### src/rtl/hel_pkg.sv
package hel_pkg;
   typedef enum logic [1:0] {
      ST_IDLE  = 2'd0,
      ST_ISSUE = 2'd1,
      ST_WAIT  = 2'd2,
      ST_FIRE  = 2'd3
   } hel_state_e;
endpackage

### src/rtl/hel_req_capture.sv
module hel_req_capture #(
   parameter int HDR_W  = 128,
   parameter int BITS_W = 6,
   parameter int FUNC_W = 3
) (
   input  logic              clk,
   input  logic              rst_n,
   input  logic              load,
   input  logic [BITS_W-1:0] bits_in,
   input  logic              log_in,
   input  logic [HDR_W-1:0]  hdr_in,
   input  logic [FUNC_W-1:0] func_in,
   output logic [BITS_W-1:0] bits_q,
   output logic              log_q,
   output logic [HDR_W-1:0]  hdr_q,
   output logic [FUNC_W-1:0] func_q
);
   always_ff @(posedge clk) begin
      if (!rst_n) begin
         bits_q <= '0;
         log_q  <= 1'b0;
         hdr_q  <= '0;
         func_q <= '0;
      end else if (load) begin
         bits_q <= bits_in;
         log_q  <= log_in;
         hdr_q  <= hdr_in;
         func_q <= func_in;
      end
   end
endmodule

### src/rtl/hel_word_sel.sv
module hel_word_sel #(
   parameter int          HDR_W     = 128,
   parameter int          DATA_W    = 32,
   parameter int          ADDR_W    = 12,
   parameter logic [11:0] BASE_ADDR = 12'h81C,
   parameter int          ADDR_STEP = 4,
   parameter bit          MSW_FIRST = 1'b1,
   localparam int         NWORDS    = HDR_W / DATA_W,
   localparam int         IDX_W     = (NWORDS > 1) ? $clog2(NWORDS) : 1
) (
   input  logic [IDX_W-1:0]  idx,
   input  logic [HDR_W-1:0]  hdr,
   output logic [ADDR_W-1:0] addr,
   output logic [DATA_W-1:0] data
);
   logic [DATA_W-1:0] words [NWORDS];
   logic [ADDR_W-1:0] addrs [NWORDS];

   for (genvar k = 0; k < NWORDS; k++) begin : g_word
      assign addrs[k] = ADDR_W'(BASE_ADDR) + ADDR_W'(k * ADDR_STEP);
      if (MSW_FIRST) begin : g_msw
         assign words[k] = hdr[HDR_W-1-k*DATA_W -: DATA_W];
      end else begin : g_lsw
         assign words[k] = hdr[k*DATA_W +: DATA_W];
      end
   end

   always_comb begin
      addr = '0;
      data = '0;
      for (int k = 0; k < NWORDS; k++) begin
         if (idx == IDX_W'(k)) begin
            addr = addrs[k];
            data = words[k];
         end
      end
   end
endmodule

### src/rtl/hel_ctrl_fsm.sv
module hel_ctrl_fsm
   import hel_pkg::*;
#(
   parameter int  NWORDS = 4,
   localparam int IDX_W  = (NWORDS > 1) ? $clog2(NWORDS) : 1
) (
   input  logic             clk,
   input  logic             rst_n,
   input  logic             req_valid,
   input  logic             req_log,
   input  logic             ack,
   output logic             load,
   output logic             wr_pulse,
   output logic             fire,
   output logic             busy,
   output logic [IDX_W-1:0] idx
);
   localparam logic [IDX_W-1:0] LAST_IDX = IDX_W'(NWORDS - 1);

   hel_state_e state;

   assign load     = (state == ST_IDLE) && req_valid;
   assign wr_pulse = (state == ST_ISSUE);
   assign fire     = (state == ST_FIRE);
   assign busy     = (state != ST_IDLE);

   always_ff @(posedge clk) begin
      if (!rst_n) begin
         state <= ST_IDLE;
         idx   <= '0;
      end else begin
         unique case (state)
            ST_IDLE: begin
               if (req_valid) begin
                  idx   <= '0;
                  state <= req_log ? ST_ISSUE : ST_FIRE;
               end
            end
            ST_ISSUE: state <= ST_WAIT;
            ST_WAIT: begin
               if (ack) begin
                  if (idx == LAST_IDX) begin
                     state <= ST_FIRE;
                  end else begin
                     idx   <= idx + 1'b1;
                     state <= ST_ISSUE;
                  end
               end
            end
            ST_FIRE: state <= ST_IDLE;
            default: state <= ST_IDLE;
         endcase
      end
   end
endmodule

### src/rtl/hel_err_logger.sv
module hel_err_logger #(
   parameter int          HDR_W     = 128,
   parameter int          DATA_W    = 32,
   parameter int          ADDR_W    = 12,
   parameter int          ERR_W     = 7,
   parameter int          FUNC_W    = 3,
   parameter logic [11:0] BASE_ADDR = 12'h81C,
   parameter int          ADDR_STEP = 4,
   parameter bit          MSW_FIRST = 1'b1,
   localparam int         BITS_W    = ERR_W - 1,
   localparam int         NWORDS    = HDR_W / DATA_W,
   localparam int         IDX_W     = (NWORDS > 1) ? $clog2(NWORDS) : 1
) (
   input  logic              clk,
   input  logic              rst_n,
   input  logic              req_valid,
   input  logic [BITS_W-1:0] req_err_bits,
   input  logic              req_log,
   input  logic [HDR_W-1:0]  req_hdr,
   input  logic [FUNC_W-1:0] req_func,
   output logic              busy,
   output logic              mgmt_wr,
   output logic [ADDR_W-1:0] mgmt_addr,
   output logic [DATA_W-1:0] mgmt_wdata,
   input  logic              mgmt_ack,
   output logic [ERR_W-1:0]  err_vec,
   output logic [FUNC_W-1:0] err_func
);
   if (HDR_W != NWORDS * DATA_W) begin : g_bad_split
      $error("header width must be a whole number of data words");
   end
   if (ERR_W < 2) begin : g_bad_err
      $error("error vector needs at least one error bit and the log bit");
   end

   logic              load, fire, busy_i, wr_i;
   logic [IDX_W-1:0]  idx;
   logic [BITS_W-1:0] bits_q;
   logic              log_q;
   logic [HDR_W-1:0]  hdr_q;
   logic [FUNC_W-1:0] func_q;

   hel_ctrl_fsm #(.NWORDS(NWORDS)) u_fsm (
      .clk      (clk),
      .rst_n    (rst_n),
      .req_valid(req_valid),
      .req_log  (req_log),
      .ack      (mgmt_ack),
      .load     (load),
      .wr_pulse (wr_i),
      .fire     (fire),
      .busy     (busy_i),
      .idx      (idx)
   );

   hel_req_capture #(.HDR_W(HDR_W), .BITS_W(BITS_W), .FUNC_W(FUNC_W)) u_cap (
      .clk    (clk),
      .rst_n  (rst_n),
      .load   (load),
      .bits_in(req_err_bits),
      .log_in (req_log),
      .hdr_in (req_hdr),
      .func_in(req_func),
      .bits_q (bits_q),
      .log_q  (log_q),
      .hdr_q  (hdr_q),
      .func_q (func_q)
   );

   hel_word_sel #(
      .HDR_W(HDR_W), .DATA_W(DATA_W), .ADDR_W(ADDR_W),
      .BASE_ADDR(BASE_ADDR), .ADDR_STEP(ADDR_STEP), .MSW_FIRST(MSW_FIRST)
   ) u_sel (
      .idx (idx),
      .hdr (hdr_q),
      .addr(mgmt_addr),
      .data(mgmt_wdata)
   );

   assign busy     = busy_i;
   assign mgmt_wr  = wr_i;
   assign err_vec  = fire ? {log_q, bits_q} : '0;
   assign err_func = fire ? func_q : '0;
endmodule

### config.mk
export PLATFORM = sky130hd
export DESIGN_NAME = hel_err_logger
export DESIGN_NICKNAME = d
export VERILOG_FILES = /design/src/rtl/hel_pkg.sv /design/src/rtl/hel_req_capture.sv /design/src/rtl/hel_word_sel.sv /design/src/rtl/hel_ctrl_fsm.sv /design/src/rtl/hel_err_logger.sv
export SDC_FILE = /design/constraint.sdc
export NUM_CORES = 1
export LEC_CHECK = 0
export ABC_CLOCK_PERIOD_IN_PS = 1950
export BUFFER_PORTS_ARGS = -buffer_cell sky130_fd_sc_hd__clkbuf_2
export CELL_PAD_IN_SITES_DETAIL_PLACEMENT = 2
export CELL_PAD_IN_SITES_GLOBAL_PLACEMENT = 2
export CORE_MARGIN = 2
export CORE_UTILIZATION = 29
export DETAILED_ROUTE_END_ITERATION = 8
export PLACE_DENSITY_LB_ADDON = 0.1
export SETUP_SLACK_MARGIN = 0.02
export SYNTH_ARGS = -nofsm -noshare
export SYNTH_HDL_FRONTEND = slang
export SYNTH_SLANG_ARGS = --single-unit
### constraint.sdc
create_clock -name clk -period 1.95 [get_ports clk]
set_input_delay 0 -clock clk [delete_from_list [all_inputs] [get_ports clk]]
set_output_delay 0 -clock clk [all_outputs]
set_load 0.01 [all_outputs]
=== Word level (Yosys, flattened, before mapping) ===
Cells that the tools add are included.

* Flip-flop bits (word level): 142
* Memory bits (writable): 0
* Output and inout bits: 56
* Memory bits (read-only): 0
* Logic and storage cells: 42
* Input port bits: 142
* Latch bits: 0
* Memories: 0

* $mul: 0
* Divide/modulo/power cells: 0
* Muxes and demuxes: 19
* Magnitude comparators: 0
* Shift-type cells: 0
* Equal/unequal tests: 9
* Reduce and logical (&&, ||, !) cells: 7
* $add $sub $neg: 1
* Bitwise logic cells: 0

{| class="wikitable"
|+ Operators with widths
! operator !! number
|-
| $mux W32 || 4
|-
| $mux W12 || 4
|-
| $mux W2 || 7
|-
| $eq A2 B2 Y1 const B || 4
|-
| $pmux W2 S4 || 1
|-
| $mux W7 || 1
|-
| $ne A2 B2 Y1 const B || 3
|-
| $eq A2 B1 Y1 const B || 2
|-
| $logic_not A2 Y1 || 2
|-
| $pmux W2 S2 || 1
|-
| $reduce_and A4 Y1 || 1
|-
| $reduce_bool A2 Y1 || 2
|-
| $mux W3 || 1
|-
| $add A2 B1 Y2 const B || 1
|-
| $reduce_and A2 Y1 || 1
|-
| $logic_and A1 B1 Y1 || 1
|}

=== Logic depth before layout (Yosys ltp) ===
Gate-level depths: netlist of run 1.

* Depth in word-level cells: 5
* Mapped depth: 7
* Depth with buffers taken out: 5

=== Modules after synthesis ===
Synthesis of run 1 repeated with hierarchy kept, for this count alone.

* Cells, all modules: 617
* Area, all modules: 6,607.6 sq um

{| class="wikitable"
|+ Modules (own cells, without submodules)
! module !! cells each !! seq. area each (sq um) !! area each (sq um) !! times used
|-
| hel_req_capture || 445 || 2,762.6 || 5,345.1 || 1
|-
| hel_word_sel || 138 || 0.0 || 972.2 || 1
|-
| hel_ctrl_fsm || 24 || 80.1 || 227.7 || 1
|-
| hel_err_logger || 10 || 0.0 || 62.6 || 1
|}

=== Worst setup path before layout of run 1 ===
OpenSTA, ideal clock, no wires.

* Path type: reg2out
* Start point: reg u_fsm.idx[0]
* End point: out mgmt_wdata[16]
* Cell stages (with the launch flop): 7
* Arrival time: 1,484 ps
* Path buffers: 2
* Path slack: 466 ps
* Required time: 1,950 ps
* Cells stage by stage: dfxtp_1 inv_1 ha_1 clkbuf_1 buf_1 a21oi_1 a22o_1

* Cells in the longest elaborated chain, start to end: 5
* Elaborated cells on any way between the ends: 8
* Classes of those cells: 3 x eq/ne; 4 x mux; 1 x reduce/logical

{| class="wikitable"
|+ Ends and longest elaborated chain
! element !! line !! RTL
|-
| start: declaration || hel_ctrl_fsm.sv:16 || <nowiki>output logic [IDX_W-1:0] idx</nowiki>
|-
| start signal: assignment || hel_ctrl_fsm.sv:45 || <nowiki>idx <= idx + 1'b1;</nowiki>
|-
| $logic_not A2 Y1 || hel_word_sel.sv:32 || <nowiki>if (idx == IDX_W'(k)) begin</nowiki>
|-
| $mux W32 (3 in series) || hel_word_sel.sv:32 ||
|-
| $mux W32 * || hel_word_sel.sv:32 ||
|-
| end: declaration || hel_err_logger.sv:24 || <nowiki>output logic [DATA_W-1:0] mgmt_wdata,</nowiki>
|}

Every way passes the cells marked *; elsewhere a longest branch is shown, timed or not.

=== Worst setup path after layout of run 1 ===
* Start point: reg u_fsm.idx[1]
* End point: out mgmt_wdata[9]

Same word-level chain as after synthesis.

==> results of run 1 <==
## metal layers
metal | GRT usage | up-vias | share of wire
met4 | 0.0660 | 0 | 0.018
met1 | 0.258 | 3404 | 0.45
met3 | 0.0428 | 29 | 0.036
met2 | 0.360 | 152 | 0.49
met5 | 0 | - | 0
li1 | - | 3437 | -
## through the flow
step | worst slack (ns) | utilization | TNS (ns) | instances | hold WS (ns)
2_1_floorplan | 0.466 | - | 0 | 879 | 0.135
4_1_cts | 0.00190 | 0.437 | 0 | 1462 | 0.0665
6_report | 0.0255 | 0.446 | 0 | 1470 | 0.0921
3_3_place_gp | 0.315 | 0.345 | 0 | 1289 | 0.225
5_1_grt | -0.0663 | 0.446 | -0.577 | 1470 | 0.119
3_5_place_dp | 0.314 | 0.345 | 0 | 1289 | 0.231
## where the power goes
group / internal [W] / switching (W) / total [W]
sequential: 0.00310 / 0.000110 / 0.00321
combinational: 0.000656 / 0.000704 / 0.00136
clock: 0.00215 / 0.00134 / 0.00349
## final timing paths
check / cells past startpoint / slack, ns / startpoint / end
setup / recovery: 7 / 0.03 / u_fsm.idx[1]$_SDFFE_PN0P_ / mgmt_wdata[9]
hold / removal: 2 / 0.09 / rst_n / u_cap.hdr_q[102]$_SDFFE_PN0P_
setup reg to reg: 4 / 0.24 / u_fsm.state[1]$_SDFFE_PN0P_ / u_cap.hdr_q[100]$_SDFFE_PN0P_
hold reg to reg: 2 / 0.46 / u_cap.hdr_q[118]$_SDFFE_PN0P_ / u_cap.hdr_q[118]$_SDFFE_PN0P_
## flip-flops by register name, summed over array words and instances, names as in the netlist
| register | count |
|---|---|
| u_fsm.state | 2 |
| u_cap.hdr_q | 128 |
| u_fsm.idx | 2 |
| u_cap.func_q | 3 |
| u_cap.log_q | 1 |
| u_cap.bits_q | 6 |
## cell usage in the layout (no fill, tap or decap), drive strengths merged
master,Yosys,routed
a21oi,64,64
bufinv,0,4
nand2b,2,2
nor2,2,2
a21boi,139,139
dlygate4sd3,0,140
mux2i,1,1
nor2b,2,2
or4bb,1,1
dfxtp,142,142
nand2,313,313
clkinvlp,0,4
o21bai,1,1
o22ai,2,2
a22o,32,32
or3b,1,1
clkbuf,35,209
inv,36,37
buf,47,26
clkinv,0,4
and3,10,10
nand3b,1,1
ha,6,6
or2,1,1
nor3b,2,2
conb,1,7
o21ai,32,32
## kinds of logic (layout without fill, tap and decap cells)
logic type | Yosys count | after routing
compound gates | 270 | 270
fa+ha+maj | 6 | 6
buf+inv | 118 | 424
flops | 142 | 142
mux | 1 | 1
other cells | 1 | 7
simple gates | 335 | 335
## layout make-up
class                      count  area, um^2
fill                        2561       12500
tap                          285         357
multi-input combinational    619        3370
timing repair buffer         356        2770
clock inverter                13         188
clock buffer                  19         433
inverter                      36         139
sequential                   142        2850
## critical path: stages, from the launching register on
cell        delay (ns)
dfxtp_4           0.37
clkinvlp_4        0.12
ha_4              0.22
buf_12            0.16
a21oi_2           0.20
o21ai_2           0.10
a22o_1            0.19
clkbuf_2          0.13
## timing repair
action,4_1_cts,5_1_grt
cloned,1,4
hold buffers,140,0
pin swaps,0,3
buffers inserted,0,4
endpoints found under the hold margin,140,0
resized for setup,14,45
setup endpoints to repair,32,32
==> results.yml, run 1 <==
power:
  p_leak_nw: 4.26
  power_w: 0.00806
  irDropWorstVdd_uv: 545
  power.density_nw_per_um2: 798
detailed_routing:
  drc: 0
  drt_wl_total_um: 26000
  dr.first_iter.drc_count: 259
  dr_total_vias: 7022
  first_pass_iters: 4
  vias_per_cell: 4.78
  antenna_left: 0
  wire_per_inst_um: 17.7
yosys:
  synth_xor_area_frac: 0
  ys_ff_latch: 142
  ys.flop_type: "dfxtp_1"
  synth_edf_count: 0
  yosys_warnings: 0
  ys_top_cells_by_count: "nand2_1 (312), dfxtp_1 (142), a21boi_1 (109)"
  synth_top_family_by_area: "compound AO/OA/AOI/OAI gates"
  synthSimpleGateAreaFrac: 0.199
  synth_area_um2: 6680
  synthMuxAreaShare: 0.00150
  syn_inst: 873
  yosys.area_share.adder: 0.0112
  syn_area_per_cell_um2: 7.65
  yosys.area.top_type: "dfxtp_1"
  synth_top_area_frac: 0.426
  synth_compound_gate_area_share: 0.273
  synth.distinct_cells: 29
  async_reset_ff_frac: 0
  synth.most_common_cell: "nand2_1"
  ys_top_cells_by_area: "dfxtp_1 (43%), nand2_1 (18%), a21boi_1 (12%), a21oi_1 (4.8%), a22o_1 (4.2%)"
  ys_seq_area_frac: 0.426
clock_tree:
  clock_sinks: 142
  cts_root_buf: "clkbuf_16"
  cts_tree: "built"
  cts_max_level: 4
  clkLatencyLatePin_ns: 0.42
  cts.clk_slew.worst_paths_ns: 0.06
  clockBufferDepth: 2
  cts_buffers: 17
timing:
  setup_viol: 0
  finalCriticalPeriod_ns: 1.92
  final_hold_viol_count: 0
  finalMaxSlewViolations: 0
  slew_headroom: 0.560
  rsz0062_at_grt: "yes"
  fmax_ghz: 0.520
  worst_pin_slew_ns: 0.660
  fin_crit_sh: 0.987
  clock-skew-final_ns: 0.0133
final_layout:
  area_delta_synth_final_pct: 51.3
  drive_above_1_share: 0.230
  design_area_um2: 10100
  nets: 1320
  antennaDiodeCount: 0
grt:
  grt_max_degree: 79
  overflow: 0
  grt_pass1_wl_um: 39700
  grt_pass1_vias: 7528
  grtUsageTotal: 0.207
  grt_antenna_before_repair: 1
hold_path:
  holdCritPathClass: "input port to flop"
floorplanning:
  die_width_um: 156
  dieHeight_um: 156
  die_area_um2: 24300
  start_util: 0.295
  core_um2: 22600
  core.rowCount: 55
  io_pins: 198
placement:
  io_buffers: 190
  hpwl_um: 14100
  gp_congestion: 0.692
  placed_area_um2: 7820
worst_setup_path:
  crit_required_ns: 1.95
  worstPathArrival_ns: 1.92
  crit_type: "flop to output port"
  critPathCaptureType: "output port"
  cp_max_fo: 13
  worst_setup_path_start_kind: "flop"
outcome:
  outcome: "finished, final reports clean"
run:
  maxCapViolations: 0
(Power assumes the default switching activity.)
==> run 2: changes to the inputs <==
--- a/config.mk
+++ b/config.mk
@@ -12,6 +12,7 @@
 export CORE_MARGIN = 2
 export CORE_UTILIZATION = 29
 export DETAILED_ROUTE_END_ITERATION = 8
+export GPL_TIMING_DRIVEN = 0
 export PLACE_DENSITY_LB_ADDON = 0.1
 export SETUP_SLACK_MARGIN = 0.02
 export SYNTH_ARGS = -nofsm -noshare
==> run 2 against run 1 <==
Effect of this change:
- fmax about the same
- power up 4.9%
- cell count rose by 4.0%
- setup slack worse by 0.0018 ns
- flip-flop and latch count did not move
- critical path depth did not move
- sequential power barely moved
- hold slack improved by 0.16 ns
- clock power is 6.6% higher
- core utilization up 1.4 points
- register-to-register slack gained 0.03 ns
- via count grew 6.5%
- critical path type unchanged
- largest power group unchanged
- highest routed layer unchanged
==> results.yml, run 2 (synthesis results as in run 1) <==
power:
  swShare: 0.280
  irDropWorstVdd_uv: 491
  seq_power_share: 0.380
  p_leak_nw: 4.48
  combPwrFrac: 0.179
  power.internal_w: 0.00609
  power.density_nw_per_um2: 812
  p_sw_w: 0.00237
  clkPwrFrac: 0.440
timing:
  timing.final.ws_setup_ns: 0.0237
  fmax_ghz: 0.519
  fin_crit_sh: 0.988
  rsz0062_at_grt: "yes"
  clock-skew-final_ns: 0.0109
  final_hold_viol_count: 0
  setup_viol: 0
  slew_headroom: 0.604
  finalMaxSlewViolations: 0
  worst_pin_slew_ns: 0.593
  finalCriticalPeriod_ns: 1.93
floorplanning:
  die_area_um2: 24300
  core.rowCount: 55
  die_width_um: 156
  io_pins: 198
  dieHeight_um: 156
  core_um2: 22600
  start_util: 0.295
detailed_routing:
  first_pass_iters: 4
  drc: 0
  wire_per_inst_um: 20.5
  vias_per_cell: 4.89
  antenna_left: 0
  drt_wl_total_um: 31400
  dr.first_iter.drc_count: 285
  dr_total_vias: 7476
worst_setup_path:
  reg2reg_slack_ns: 0.27
  r2r-start: "u_fsm.state[0]$_SDFFE_PN0P_"
  crit_type: "flop to output port"
  worstPathArrival_ns: 1.93
  worst_setup_path_start_kind: "flop"
  cp_max_fo: 10
  r2r_cells: 5
  critPathCaptureType: "output port"
  crit_required_ns: 1.95
  timing.rr.end: "u_cap.hdr_q[107]$_SDFFE_PN0P_"
clock_tree:
  cts_root_buf: "clkbuf_16"
  clkLatencyLatePin_ns: 0.44
  clockBufferDepth: 2
  cts_tree: "built"
  clock_sinks: 142
  cts_buffers: 17
  cts_max_level: 4
  cts.clk_slew.worst_paths_ns: 0.07
grt:
  overflow: 0
  grt_antenna_before_repair: 0
  grt_pass1_vias: 8501
  grt_pass1_wl_um: 47500
  grtUsageTotal: 0.261
  grt_max_degree: 17
final_layout:
  top_regs: "u_cap.hdr_q (128), u_cap.bits_q (6), u_cap.func_q (3)"
  layout_common_cells: "nand2_1 (312), clkbuf_2 (188), dlygate4sd3_1 (141)"
  largest_reg_flops: 128
  nets: 1379
  drive_above_1_share: 0.258
  antennaDiodeCount: 0
  area_delta_synth_final_pct: 56.0
  layout_commonest_cell: "nand2_1"
  fill_cells: 2512
  regMostFlops: "u_cap.hdr_q"
  design_area_um2: 10400
placement:
  io_buffers: 189
  placed_area_um2: 8000
  post-place-ws_ns: -0.346
  hpwl_um: 19300
  gp_congestion: 0.724
hold_path:
  holdCritStartpoint: "rst_n"
  min_to: "u_cap.hdr_q[124]$_SDFFE_PN0P_"
  hold-path-cell-count: 3
  holdCritPathClass: "input port to flop"
outcome:
  outcome: "finished, final reports clean"
run:
  maxCapViolations: 0
[run 2: changes by cell type in the layout (fill, tap and decap cells not counted), moves of 3 or more]
cell / previous run / this run
buf_6: 2 / 17
clkbuf_1: 2 / 19
o21ai_0: 7 / 4
buf_12: 10 / 1
buf_2: 1 / 23
buf_4: 10 / 15
a21oi_1: 52 / 44
a21oi_2: 12 / 18
clkbuf_4: 0 / 4
clkbuf_8: 0 / 4
[run 2: cell type report]
type / count / area, um^2 / area share
Buffer: 80 / 608 / 0.0584
Inverter: 36 / 138 / 0.0132
Sequential cell: 142 / 2850 / 0.274
Tap cell: 285 / 357 / 0.0342
Multi-Input combinational cell: 619 / 3410 / 0.328
Timing Repair Buffer: 335 / 2390 / 0.230
Clock buffer: 17 / 425 / 0.0408
Clock inverter: 15 / 231 / 0.0222
[run 2: timing repair]
action	CTS	global route
hold buffers	141	0
buffers inserted	2	2
pin swaps	1	2
gates resized for setup	85	48
setup endpoints to repair	35	31
hold endpoints to repair	140	0
gates cloned	1	0
[run 2: routing by layer]
layer / GRT usage / vias to the layer above / routed length, um
met4: 0.0603 / 0 / 414
met1: 0.306 / 3696 / 13400
li1: - / 3571 / -
met5: 0 / - / 0
met2: 0.492 / 181 / 16400
met3: 0.0442 / 28 / 1100
[run 2: worst max-delay path: stages, from the launching register on]
cell and delay [ns]:
dfxtp_4 0.37, buf_4 0.15, ha_4 0.21, buf_8 0.17, a21oi_1 0.14, o21ai_0 0.11, a22o_1 0.22, clkbuf_2 0.13
[run 2: through the flow]
step | util | TNS, ns | hold WS, ns | total power [W] | instances
finish | 0.460 | 0 | 0.253 | 0.00846 | 1529
global route | 0.460 | -0.289 | 0.264 | 0.00881 | 1529
CTS | 0.455 | 0 | 0.234 | 0.00848 | 1527
detailed placement | 0.353 | -7.04 | 0.231 | 0.00449 | 1353
global placement | 0.353 | -5.85 | 0.227 | 0.00445 | 1353
floorplan | - | 0 | 0.135 | 0.00393 | 879
[run 2: power groups by stage]
stage          clock [W]  sequential (W)  combinational, W
3_5_place_dp           0         0.00327           0.00121
3_3_place_gp           0         0.00326           0.00119
2_1_floorplan          0         0.00324          0.000696
6_report         0.00372         0.00322           0.00152
5_1_grt          0.00391         0.00324           0.00166
4_1_cts          0.00379         0.00321           0.00148
[run 2: how the worst max path moves through the flow]
stage / depth (start not counted) / endpoint / slack, ns / start
3_5_place_dp: 8 / mgmt_wdata[8] / -0.35 / u_fsm.idx[0]$_SDFFE_PN0P_
3_3_place_gp: 8 / mgmt_wdata[8] / -0.29 / u_fsm.idx[0]$_SDFFE_PN0P_
4_1_cts: 8 / mgmt_wdata[27] / 0.02 / u_fsm.idx[0]$_SDFFE_PN0P_
2_1_floorplan: 6 / mgmt_wdata[16] / 0.47 / u_fsm.idx[0]$_SDFFE_PN0P_
5_1_grt: 7 / mgmt_wdata[13] / -0.04 / u_fsm.idx[0]$_SDFFE_PN0P_
6_report: 7 / mgmt_wdata[26] / 0.02 / u_fsm.idx[0]$_SDFFE_PN0P_
